**src/rtl/intc_vec.sv**
```systemverilog
module intc_vec #(
  parameter int N = 32,
  parameter logic [N-1:0] EDGE_MASK = '0
) (
  input  logic         clk,
  input  logic         rst_n,
  input  logic [2:0]   bus_addr,
  input  logic         bus_we,
  input  logic [31:0]  bus_wdata,
  output logic [31:0]  bus_rdata,
  input  logic [N-1:0] irq_in,
  output logic         irq_out
);

  localparam logic [2:0] A_STAT = 3'd0;
  localparam logic [2:0] A_PEND = 3'd1;
  localparam logic [2:0] A_ENAB = 3'd2;
  localparam logic [2:0] A_ACK  = 3'd3;
  localparam logic [2:0] A_SETE = 3'd4;
  localparam logic [2:0] A_CLRE = 3'd5;
  localparam logic [2:0] A_VEC  = 3'd6;
  localparam logic [2:0] A_CTRL = 3'd7;

  logic [N-1:0] status_q, enable_q, in_q;
  logic [N-1:0] status_d, enable_d;
  logic [N-1:0] pending, rise, hw_set, wmask;
  logic [1:0]   mer_q;
  logic [31:0]  vector;
  logic         wr_stat, wr_ack, wr_sete, wr_clre, wr_ctrl;

  assign wmask   = bus_wdata[N-1:0];
  assign wr_stat = bus_we && (bus_addr == A_STAT);
  assign wr_ack  = bus_we && (bus_addr == A_ACK);
  assign wr_sete = bus_we && (bus_addr == A_SETE);
  assign wr_clre = bus_we && (bus_addr == A_CLRE);
  assign wr_ctrl = bus_we && (bus_addr == A_CTRL);

  assign rise    = irq_in & ~in_q;
  assign hw_set  = mer_q[1] ? ((irq_in & ~EDGE_MASK) | (rise & EDGE_MASK)) : '0;
  assign pending = status_q & enable_q;
  assign irq_out = mer_q[0] && (pending != '0);

  always_comb begin
    status_d = status_q;
    if (wr_stat && !mer_q[1]) status_d = wmask;
    if (wr_ack) status_d = status_d & ~wmask;
    status_d = status_d | hw_set;
  end

  always_comb begin
    enable_d = enable_q;
    if (wr_sete) enable_d = enable_d | wmask;
    if (wr_clre) enable_d = enable_d & ~wmask;
  end

  always_comb begin
    vector = '1;
    for (int i = N - 1; i >= 0; i--)
      if (pending[i]) vector = 32'(i);
  end

  always_ff @(posedge clk) begin
    if (!rst_n) begin
      status_q <= '0;
      enable_q <= '0;
      in_q     <= '0;
      mer_q    <= '0;
    end else begin
      status_q <= status_d;
      enable_q <= enable_d;
      in_q     <= irq_in;
      if (wr_ctrl) mer_q <= bus_wdata[1:0];
    end
  end

  always_comb begin
    case (bus_addr)
      A_STAT:  bus_rdata = 32'(status_q);
      A_PEND:  bus_rdata = 32'(pending);
      A_ENAB:  bus_rdata = 32'(enable_q);
      A_VEC:   bus_rdata = vector;
      A_CTRL:  bus_rdata = {30'd0, mer_q};
      default: bus_rdata = '0;
    endcase
  end

endmodule

```
**config.mk**
```make
export PLATFORM = sky130hd
export DESIGN_NAME = intc_vec
export DESIGN_NICKNAME = d
export VERILOG_FILES = /design/src/rtl/intc_vec.sv
export SDC_FILE = /design/constraint.sdc
export NUM_CORES = 1
export LEC_CHECK = 0
export ABC_AREA = 1
export BUFFER_PORTS_ARGS = -buffer_cell sky130_fd_sc_hd__buf_2
export CORE_MARGIN = 2
export CORE_UTILIZATION = 40
export CTS_BUF_LIST = sky130_fd_sc_hd__clkbuf_2 sky130_fd_sc_hd__clkbuf_4 sky130_fd_sc_hd__clkbuf_8
export DETAILED_ROUTE_END_ITERATION = 12
export HOLD_SLACK_MARGIN = 0.1
export PLACE_DENSITY = 0.62
export REMOVE_ABC_BUFFERS = 1
export SLEW_MARGIN = 20
export SYNTH_ARGS = -nofsm -noshare
export SYNTH_HDL_FRONTEND = slang
export SYNTH_SLANG_ARGS = --single-unit
```
**constraint.sdc**
```tcl
create_clock -name clk -period 5.18 [get_ports clk]
set_input_delay 0.259 -clock clk [delete_from_list [all_inputs] [get_ports clk]]
set_output_delay 0.259 -clock clk [all_outputs]
set_load 0.02 [all_outputs]
```
* After elaboration in Yosys (flattened, before gate mapping)
Index checks and enable logic that the tools add are counted.
** Operators by class
- Multiplexer cells :: 38
- Equal/unequal tests :: 7
- Reductions and logical operators :: 10
- Bitwise operators :: 6
** Operators by type and width (number)
- 32-bit 2-to-1 mux :: 37
- 32-bit one-hot mux with 5 select lines :: 1
- 32-bit AND :: 3
- 32-bit bitwise OR :: 2
- 32-bit inverter :: 1
- 32-bit nonzero test :: 1
- 3-bit == test (second input constant) :: 4
- 1-bit logical AND :: 7
- 3-bit by 2-bit == test with 1-bit output (second input constant) :: 2
- 3-bit by 1-bit == test with 1-bit output (second input constant) :: 1
- 3-bit logical NOT :: 1
- 1-bit logical NOT :: 1
** Word-level totals
- Register bits :: 66
- Output and inout bits :: 33
- Input port bits :: 70
- Word-level logic and storage cells :: 64

* Depth between registers and ports, before layout
Gate-level depths: netlist of the first run.
- Depth in word-level cells :: 34
- Mapped depth :: 33
- Gate-level depth less buffers :: 33

* Worst setup path before layout of the first run
OpenSTA, ideal clock, no wires.
- Path kind :: register -> output
- Start :: reg status_q[30]
- End :: out bus_rdata[0]
- Cell stages (with the launch flop) :: 34
- Data arrival time :: 1862 ps
- Path slack :: 3059 ps
- Cells stage by stage :: dfxtp_1 -> nand2_2 -> clkinv_1 -> nand2_1 -> nand2_1 -> nand2_1 -> nand2_1 -> nand2_1 -> nand2_1 -> nand2_1 -> nand2_1 -> nand2_1 -> nand2_1 -> nand2_1 -> nand2_1 -> nand2_1 -> nand2_1 -> nand2_1 -> nand2_1 -> nand2_1 -> nand2_1 -> nand2_1 -> nand2_1 -> nand2_1 -> nand2_1 -> nand2_1 -> nand2_1 -> nand2_1 -> nand2_1 -> nand2_1 -> nand2_1 -> nand2_1 -> nand2_1 -> nand2_1
** On the way
- Cells in the longest elaborated chain, start to end :: 33
** RTL lines
- from (decl) :: RTL line 24 : logic [N-1:0] status_q, enable_q, in_q;
- from (signal assigned) :: RTL line 69 : status_q <= status_d;
- 32-bit AND :: RTL line 40 : assign pending = status_q & enable_q;
- 32-bit 2-to-1 mux (31 in a row) :: RTL line 59 : if (pending[i]) vector = 32'(i);
- 32-bit one-hot mux with 5 select lines :: RTL line 77 : case (bus_addr)
- to (decl) :: RTL line 10 : output logic [31:0] bus_rdata,
No other way between the ends.

* Final worst setup path of the first run
- Start :: reg status_q[29]
- End :: out bus_rdata[0]
** On the way
- Cells in the longest elaborated chain, start to end :: 32
** RTL lines (RTL line)
- 32-bit AND :: 40
- 32-bit 2-to-1 mux (30 in a row) :: 59
- 32-bit one-hot mux with 5 select lines :: 77
No other way between the ends.

==> results.py, run 1 <==
metrics = {
    "power_and_ir_drop": {
        "power.leakage_nw": 2.34,
        "p_per_area_nw_per_um2": 236,
        "p_clk_share_pct": 36.8,
        "p_sw_share_pct": 29.3,
        "intPower_uw": 808,
        "power.switching_uw": 334,
        "seq_power_share_pct": 47.1,
        "ir_worst_vdd_mv": 0.117,
        "pwr-share-comb_pct": 16.2,
    },
    "setup_path": {
        "cp_data_required_time_ns": 4.92,
        "path_delay_family": "simple AND/OR/NAND/NOR gates",
        "cp-end-kind": "output port",
        "worst_path_most_repeated_cell": "nand2_1",
        "cpPeakStageDelay_ns": 0.38,
        "crit_slowest_cell": "dfxtp_1",
        "crit_buf_inv": 1,
        "arrival_ns": 2.62,
        "startpoint_type": "flop",
        "critPathMaxFanout": 4,
        "path_class": "reg2out",
    },
    "clock_network": {
        "cts_buffers": 9,
        "hold_buffers": 0,
        "cts-root-buf": "clkbuf_8",
        "clkTransAtPathRegs_ns": 0.08,
        "post-cts-setup-buffers": 0,
        "ctsHtreeMaxLevel": 3,
        "clockBufferDepth": 2,
        "cts_tree": "done",
        "clkLatencyLatePin_ns": 0.34,
        "ctsResizeCount": 0,
        "clock_sinks": 66,
    },
    "timing": {
        "hold_violations": 0,
        "fin_crit_sh_pct": 55.5,
        "slew_headroom_pct": 51.8,
        "timing.fmax_ghz": 0.348,
        "setup_viol": 0,
        "post-route-min-period_ns": 2.88,
        "clock_skew_ns": 0.00762,
        "rsz0062_at_grt": "no",
        "setup_tns_ns": 0,
        "slew_viol_final": 0,
        "worst-slew-pin-transition_ns": 0.723,
    },
    "place": {
        "gp_congestion": 0.865,
        "dp_hpwl_um": 8430,
        "port_buffers": 102,
    },
    "yosys": {
        "ys_ff_latch": 66,
        "synth-async-reset-ratio_pct": 0,
        "yosysWarnings": 0,
        "synth_cell_types": 22,
        "synth_edf_count": 0,
        "synth_area_leaders": "dfxtp_1 (33%), nand2_1 (16%), o21ai_1 (12%)",
        "synth_top_area_share_pct": 32.7,
        "synthTopCellsByCount": "nand2_1 (168), o21ai_1 (98), a21oi_1 (96), inv_1 (68), dfxtp_1 (66)",
        "yosysTopAreaCell": "dfxtp_1",
        "synth_area_um2": 4050,
        "synth.most_common_cell": "nand2_1",
        "avgSynthCellArea_um2": 6.14,
        "netlist_instances": 659,
        "ys_seq_area_share_pct": 32.7,
        "ys.flop_type": "dfxtp_1",
    },
    "global_routing": {
        "grt.overflow.total": 0,
        "grt_pass1_vias": 4616,
        "grt_pass1_wl_um": 21800,
        "antenna_found_initial": 0,
        "grt_max_degree": 51,
        "grt_usage_pct": 24.3,
    },
    "job": {
        "cap_violations": 0,
    },
    "layout": {
        "final_core_util_pct": 49.5,
        "drive_gt1_share_pct": 19.6,
        "num_antenna_cells": 0,
        "fin_nets": 812,
        "area_delta_synth_final_pct": 19.5,
        "nFillCells": 1034,
    },
    "route": {
        "wirelength_um": 13200,
        "drt_pre_antenna_iters": 5,
        "drc_errors": 0,
        "postRouteAntennaNets": 0,
        "wl_per_cell_um": 15.0,
        "dr_total_vias": 4662,
        "drt_iter0_markers": 271,
        "via_per_inst": 5.30,
    },
    "floorplan": {
        "rows": 36,
        "io_pins": 103,
        "die_area_um2": 10900,
        "core_area_um2": 9770,
        "fp.dieH_um": 105,
        "dieWidth_um": 105,
        "start_util_pct": 41.4,
    },
    "outcome": {
        "status": "completed",
    },
    "min_path": {
        "hold_path.class": "in2reg",
    },
}
## area by class of cell
class / instances / area [µm²] / area share (%)
clock buffers: 13 / 179 / 3.70
clock inverters: 2 / 10.0 / 0.207
inverters: 75 / 282 / 5.82
multi-input cells: 479 / 2300 / 47.5
flip-flops and latches: 66 / 1320 / 27.3
well taps: 133 / 166 / 3.44
repair buffers: 111 / 578 / 12.0
## routing by layer
layer	up-vias	wire length [µm]	global-route usage, %
met5	-	0	0
met4	0	189	8.40
met3	20	919	4.43
met2	171	6320	42.7
met1	2099	5760	29.5
li1	2372	-	-
## kinds of logic after synthesis
| kind of cell | count (synthesis) | synth area share [%] |
|---|---|---|
| flip-flops | 66 | 32.7 |
| AND/OR/NAND/NOR | 246 | 26.5 |
| buffers and inverters | 114 | 10.6 |
| AO/OA/AOI/OAI | 233 | 30.3 |
## worst min-delay path: cells and delay by family
family	cells	cell delay (ns)
buffers and inverters	1	0.09
AND/OR/NAND/NOR	1	0.05
AO/OA/AOI/OAI	1	0.05
## layout by cell type (no fill, tap or decap), types with 11 or more instances in the layout
master / n
nand2_1: 168
buf_2: 102
o21ai_1: 98
a21oi_1: 96
inv_1: 68
dfxtp_1: 66
nand3_1: 36
o22ai_1: 32
nor2_1: 22
clkbuf_8: 13
nand2_4: 11
## stage by stage
| step | hold WS [ns] | std cells | total power [mW] | setup slack (ns) | instance area [µm²] |
|---|---|---|---|---|---|
| finish | 0.158 | 879 | 1.14 | 2.30 | 4830 |
| CTS | 0.148 | 879 | 1.15 | 2.27 | 4830 |
| floorplan | 0.397 | 620 | 0.649 | 1.49 | 3900 |
| global placement | 0.455 | 864 | 0.728 | 2.22 | 4650 |
| global route | 0.155 | 879 | 1.20 | 1.94 | 4830 |
| detailed placement | 0.462 | 864 | 0.732 | 2.14 | 4650 |
## power by group through the flow
stage	sequential [mW]	combinational, mW	clock (mW)
after floorplan	0.547	0.101	0
after global placement	0.548	0.180	0
after detailed placement	0.549	0.184	0
after CTS	0.537	0.184	0.430
after global routing	0.539	0.205	0.455
final	0.537	0.185	0.420
## final timing paths
path	start	endpoint	slack (ns)	cells past startpoint
min	irq_in[13]	status_q[13]	0.16	3
max	status_q[29]	bus_rdata[0]	2.30	33
min reg2reg	flop	flop	0.47	2
max reg2reg	mer_q[1]	status_q[30]	3.34	6
Power figures use the tool's default switching activity.
==> run 2: changes to the inputs <==
Settings changed: ABC_AREA 1 to 0, PLACE_DENSITY 0.62 to 0.64.
Clock period 5.18 ns to 2.35 ns, I/O delays scaled along.
==> results.py, run 2 <==
metrics = {
    "outcome": {
        "status": "completed",
    },
    "layout": {
        "fin_nets": 880,
        "final_cell_mix": "nand2_1 (122), buf_2 (102), nor2_1 (94)",
        "layout_commonest_cell": "nand2_1",
        "area_delta_synth_final_pct": 44.2,
        "drive_gt1_share_pct": 19.5,
        "num_antenna_cells": 0,
    },
    "route": {
        "wl_per_cell_um": 15.9,
        "drt_iter0_markers": 335,
        "drt_pre_antenna_iters": 6,
        "via_per_inst": 5.49,
        "wirelength_um": 15100,
        "dr_total_vias": 5222,
        "drc_errors": 0,
        "postRouteAntennaNets": 0,
    },
    "yosys": {
        "synth_area_um2": 4290,
        "synth-async-reset-ratio_pct": 0,
        "synth.most_common_cell": "nand2_1",
        "netlist_instances": 628,
        "synth_top_area_share_pct": 30.8,
        "ys_ff_latch": 66,
        "synth_area_leaders": "dfxtp_1 (31%), nand2_1 (11%), nor2_1 (8.3%)",
        "synth_cell_types": 43,
        "avgSynthCellArea_um2": 6.84,
        "ys.flop_type": "dfxtp_1",
        "ys_seq_area_share_pct": 30.8,
        "yosysTopAreaCell": "dfxtp_1",
        "synthTopCellsByCount": "nand2_1 (123), nor2_1 (95), dfxtp_1 (66), o21ai_0 (65), a22oi_1 (45)",
        "synth_edf_count": 0,
        "yosysWarnings": 0,
    },
    "clock_network": {
        "clkTransAtPathRegs_ns": 0.08,
        "clock_sinks": 66,
        "ctsHtreeMaxLevel": 3,
        "cts-root-buf": "clkbuf_8",
        "cts_tree": "done",
        "cts_buffers": 9,
        "clockBufferDepth": 2,
        "clkLatencyLatePin_ns": 0.36,
    },
    "job": {
        "cap_violations": 0,
    },
    "setup_path": {
        "cp_data_required_time_ns": 2.23,
        "reg2reg_from": "mer_q[1]",
        "cpPeakStageDelay_ns": 0.35,
        "ff2ff_setup_slack_ns": 0.15,
        "startpoint": "status_q[27]",
        "cp.depth": 7,
        "r2r_end": "status_q[26]",
        "crit_path_end": "bus_rdata[5]",
        "critPathMaxFanout": 8,
        "reg2regPathDepth": 5,
        "cp-end-kind": "output port",
        "critical_path.cell_chain": "a22o_1, nand4bb_1, nor3_2, nand2_2, buf_12, o21ai_0, buf_2",
        "startpoint_type": "flop",
        "crit_buf_inv": 2,
        "path_delay_family": "simple AND/OR/NAND/NOR gates",
        "arrival_ns": 2.09,
        "path_class": "reg2out",
        "crit_slowest_cell": "dfxtp_1",
    },
    "floorplan": {
        "fp.dieH_um": 108,
        "dieWidth_um": 108,
        "core_area_um2": 10400,
        "io_pins": 103,
        "start_util_pct": 41.4,
        "die_area_um2": 11600,
        "rows": 37,
    },
    "place": {
        "gp_congestion": 0.879,
        "dp_hpwl_um": 9570,
        "port_buffers": 102,
    },
    "timing": {
        "slew_viol_final": 0,
        "timing.fmax_ghz": 0.452,
        "worst-slew-pin-transition_ns": 0.640,
        "setup_viol": 0,
        "post-route-min-period_ns": 2.21,
        "rsz0062_at_grt": "no",
        "setup_tns_ns": 0,
        "clock_skew_ns": 0.0102,
        "hold-worst-slack_ns": 0.254,
        "hold_violations": 0,
        "fin_crit_sh_pct": 94.1,
        "slew_headroom_pct": 57.4,
    },
    "power_and_ir_drop": {
        "power.leakage_nw": 2.56,
        "ir_worst_vdd_mv": 0.332,
        "p_per_area_nw_per_um2": 502,
    },
    "global_routing": {
        "grt_max_degree": 67,
        "antenna_found_initial": 0,
        "grt_pass1_wl_um": 24300,
        "grt_pass1_vias": 5023,
        "grt_usage_pct": 26.5,
        "grt.overflow.total": 0,
    },
    "min_path": {
        "hold_path.class": "in2reg",
    },
}
## run 2: cell count changes after synthesis, sizes merged, moves of 31 or more
cell   before  now
o21ai     100   65
nand3      36    3
inv        74   33
a211o       0   31
a21oi      96   36
nor2       23   96
a22oi       0   45
nand2     181  124
## run 2: report_power, final
group          leakage (nW)  switching (mW)  internal [mW]
Sequential            0.536          0.0501           1.15
Combinational          1.89           0.293          0.280
Clock                 0.134           0.499          0.830
Total                  2.56           0.843           2.26
## run 2: layer usage
metal	global-route usage [%]	wire, µm
met1	32.9	6570
met2	46.0	7370
met3	3.39	884
met4	10.9	300
met5	0	0
## run 2: per-stage QoR
stage	util (%)	setup WS [ns]	power, mW	instances	cell area [µm²]
2_1_floorplan	-	0.200	1.44	582	4060
3_3_place_gp	47.5	0.374	1.66	840	4920
3_5_place_dp	47.5	0.266	1.68	840	4920
4_1_cts	59.0	0.0162	3.09	948	6120
5_1_grt	59.7	0.0143	3.22	951	6190
6_report	59.7	0.138	3.11	951	6190
## run 2: worst min-delay path by stage
stage | from | endpoint | slack (ns) | depth (start not counted)
final | bus_we | mer_q[1] | 0.25 | 4
after floorplan | rst_n | flop | 0.24 | 2
after global placement | irq_in[28] | status_q[28] | 0.37 | 3
after CTS | bus_we | mer_q[0] | 0.25 | 4
after detailed placement | irq_in[2] | status_q[2] | 0.37 | 3
after global routing | bus_we | mer_q[1] | 0.29 | 4
## run 2: cells by family after synthesis
family	Yosys count	share of synthesized area (%)
AOI/OAI and AO/OA	235	36.7
muxes	2	0.466
buffers and inverters	79	8.22
and+or+nand+nor	246	23.8
DFF	66	30.8
## run 2: cell type report
cell class / instances / area (µm²)
Clock inverter: 6 / 138
Fill cell: 970 / 4180
Timing Repair Buffer: 217 / 1640
Tap cell: 136 / 170
Inverter: 33 / 124
Clock buffer: 10 / 131
Multi-Input combinational cell: 483 / 2660
Sequential cell: 66 / 1320
## run 2: what timing repair did
item                       CTS  global route
buffers inserted             0             3
hold buffers                92             0
hold endpoints to repair    65             0
resized for setup            2             8
setup endpoints to repair   20            27
pin swaps                    0             5
## run 2: worst min-delay path: stages
cell	delay [ns]
buf_2	0.12
nand4_1	0.15
mux2i_1	0.09
nor2b_1	0.09
==> run 3: changes to the inputs <==
Settings changed: CAP_MARGIN from default to 20, CELL_PAD_IN_SITES_DETAIL_PLACEMENT from default to 0, CELL_PAD_IN_SITES_GLOBAL_PLACEMENT from default to 1, CORE_UTILIZATION 40 to 35, PLACE_DENSITY 0.64 to 0.77.
==> results.py, run 3 (synthesized netlist as in run 2, its figures left out) <==
metrics = {
    "global_routing": {
        "grt_usage_pct": 22.9,
        "grt_pass1_wl_um": 24000,
        "grt_pass1_vias": 4821,
        "grt.overflow.total": 0,
        "grt_max_degree": 67,
        "antenna_found_initial": 0,
    },
    "setup_path": {
        "ff2ff_setup_slack_ns": 0.14,
        "path_delay_family": "compound AO/OA/AOI/OAI gates",
        "startpoint_type": "flop",
        "cpPeakStageDelay_ns": 0.40,
        "r2r_end": "status_q[27]",
        "critPathMaxFanout": 5,
        "cp.depth": 6,
        "cp_data_required_time_ns": 2.23,
        "crit_buf_inv": 1,
        "crit_slowest_cell": "dfxtp_1",
        "arrival_ns": 2.13,
        "startpoint": "status_q[7]",
        "crit_path_end": "bus_rdata[0]",
        "reg2regPathDepth": 7,
        "path_class": "reg2out",
        "critical_path.cell_chain": "nand2_1, a32o_1, a211oi_1, nand3_1, o21ai_0, buf_2",
        "reg2reg_from": "mer_q[1]",
        "cp-end-kind": "output port",
    },
    "timing": {
        "setup_viol": 0,
        "timing.fmax_ghz": 0.446,
        "clock_skew_ns": 0.0103,
        "fin_crit_sh_pct": 95.5,
        "slew_headroom_pct": 56.4,
        "post-route-min-period_ns": 2.24,
        "hold_violations": 0,
        "slew_viol_final": 0,
        "worst-slew-pin-transition_ns": 0.654,
        "worst_slack_ns": 0.106,
    },
    "floorplan": {
        "core_area_um2": 12000,
        "die_area_um2": 13200,
        "start_util_pct": 35.7,
        "rows": 40,
        "dieWidth_um": 115,
        "io_pins": 103,
        "fp.dieH_um": 115,
    },
    "route": {
        "drt_pre_antenna_iters": 4,
        "wirelength_um": 15400,
        "dr_total_vias": 5119,
        "via_per_inst": 5.34,
        "wl_per_cell_um": 16.1,
        "postRouteAntennaNets": 0,
        "drc_errors": 0,
        "drt_iter0_markers": 264,
    },
    "min_path": {
        "hold_path.class": "in2reg",
        "hold_depth": 4,
    },
    "power_and_ir_drop": {
        "p_per_area_nw_per_um2": 500,
        "power.leakage_nw": 2.52,
        "ir_worst_vdd_mv": 0.197,
    },
    "clock_network": {
        "cts_tree": "done",
        "clockBufferDepth": 2,
        "clkLatencyLatePin_ns": 0.35,
        "cts_buffers": 9,
        "cts-root-buf": "clkbuf_8",
        "clock_sinks": 66,
        "ctsHtreeMaxLevel": 3,
        "clkTransAtPathRegs_ns": 0.07,
    },
    "layout": {
        "fin_nets": 876,
        "final_cells": 958,
        "multiInputGateArea_um2": 2690,
        "final_cell_mix": "nand2_1 (122), buf_2 (103), nor2_1 (94)",
        "seq_area_um2": 1320,
        "area_delta_synth_final_pct": 43.4,
        "layout_commonest_cell": "nand2_1",
        "drive_gt1_share_pct": 20.3,
        "nFillCells": 1193,
        "num_antenna_cells": 0,
    },
    "outcome": {
        "status": "completed",
    },
    "place": {
        "gp_congestion": 0.878,
        "dp_slack_ns": 0.291,
        "place_inst": 851,
        "port_buffers": 102,
        "dp_hpwl_um": 10100,
    },
    "job": {
        "cap_violations": 0,
    },
}
run 3: cell types whose count changed in the layout (fill, tap and decap cells not counted), moves of 2 or more:
cell | before | now
buf_6 | 0 | 3
buf_4 | 20 | 22
buf_12 | 3 | 0
dlygate4sd3_1 | 92 | 85
run 3: through the flow:
stage	total power [mW]	cell area (µm²)	hold slack (ns)	setup TNS [ns]	util, %
final	3.08	6150	0.282	0	51.2
after global routing	3.20	6150	0.293	-0.00128	51.2
after CTS	3.07	6040	0.275	0	50.3
after detailed placement	1.67	4910	0.372	0	40.9
after global placement	1.66	4910	0.365	0	40.9
after floorplan	1.44	4060	0.237	0	-
run 3: worst min path at each step:
stage          slack [ns]            to       start
2_1_floorplan        0.24          flop       rst_n
3_3_place_gp         0.37  status_q[28]  irq_in[28]
3_5_place_dp         0.37  status_q[27]  irq_in[27]
4_1_cts              0.28      mer_q[0]      bus_we
5_1_grt              0.29      mer_q[0]      bus_we
6_report             0.28      mer_q[0]      bus_we
run 3: area by class of cell:
class,instances,area share (%)
clock buffer,11,2.36
clock inverter,5,2.03
inverter,33,2.01
multi-input combinational,483,43.7
sequential,66,21.5
tap,147,2.99
timing repair buffer,213,25.4
run 3: worst reg2reg max path: stages (launching register included):
cell,delay [ns]
dfxtp_1,0.36
buf_4,0.24
nor4_4,0.29
buf_6,0.25
nor2_1,0.06
a211o_1,0.26
a21boi_1,0.13
dlygate4sd3_1,0.56
run 3: layer usage:
| layer | up-vias | share of wire [%] | global-route usage [%] |
|---|---|---|---|
| met1 | 2408 | 46 | 30.2 |
| met2 | 142 | 48 | 38.9 |
| li1 | 2545 | - | - |
| met4 | 0 | 1.7 | 7.63 |
| met5 | - | 0 | 0 |
| met3 | 24 | 4.5 | 2.79 |
run 3: repair_timing:
action / in CTS / in global routing
setup buffers: 0 / 5
resized for setup: 3 / 12
setup endpoints to repair: 20 / 41
hold buffers: 85 / 0
gates cloned: 0 / 1
pin swaps: 1 / 4
hold endpoints to repair: 66 / 0
run 3: power breakdown:
part | internal (mW) | switching [mW] | total [mW]
clock network | 0.852 | 0.455 | 1.31
logic | 0.272 | 0.291 | 0.563
registers | 1.16 | 0.0508 | 1.21
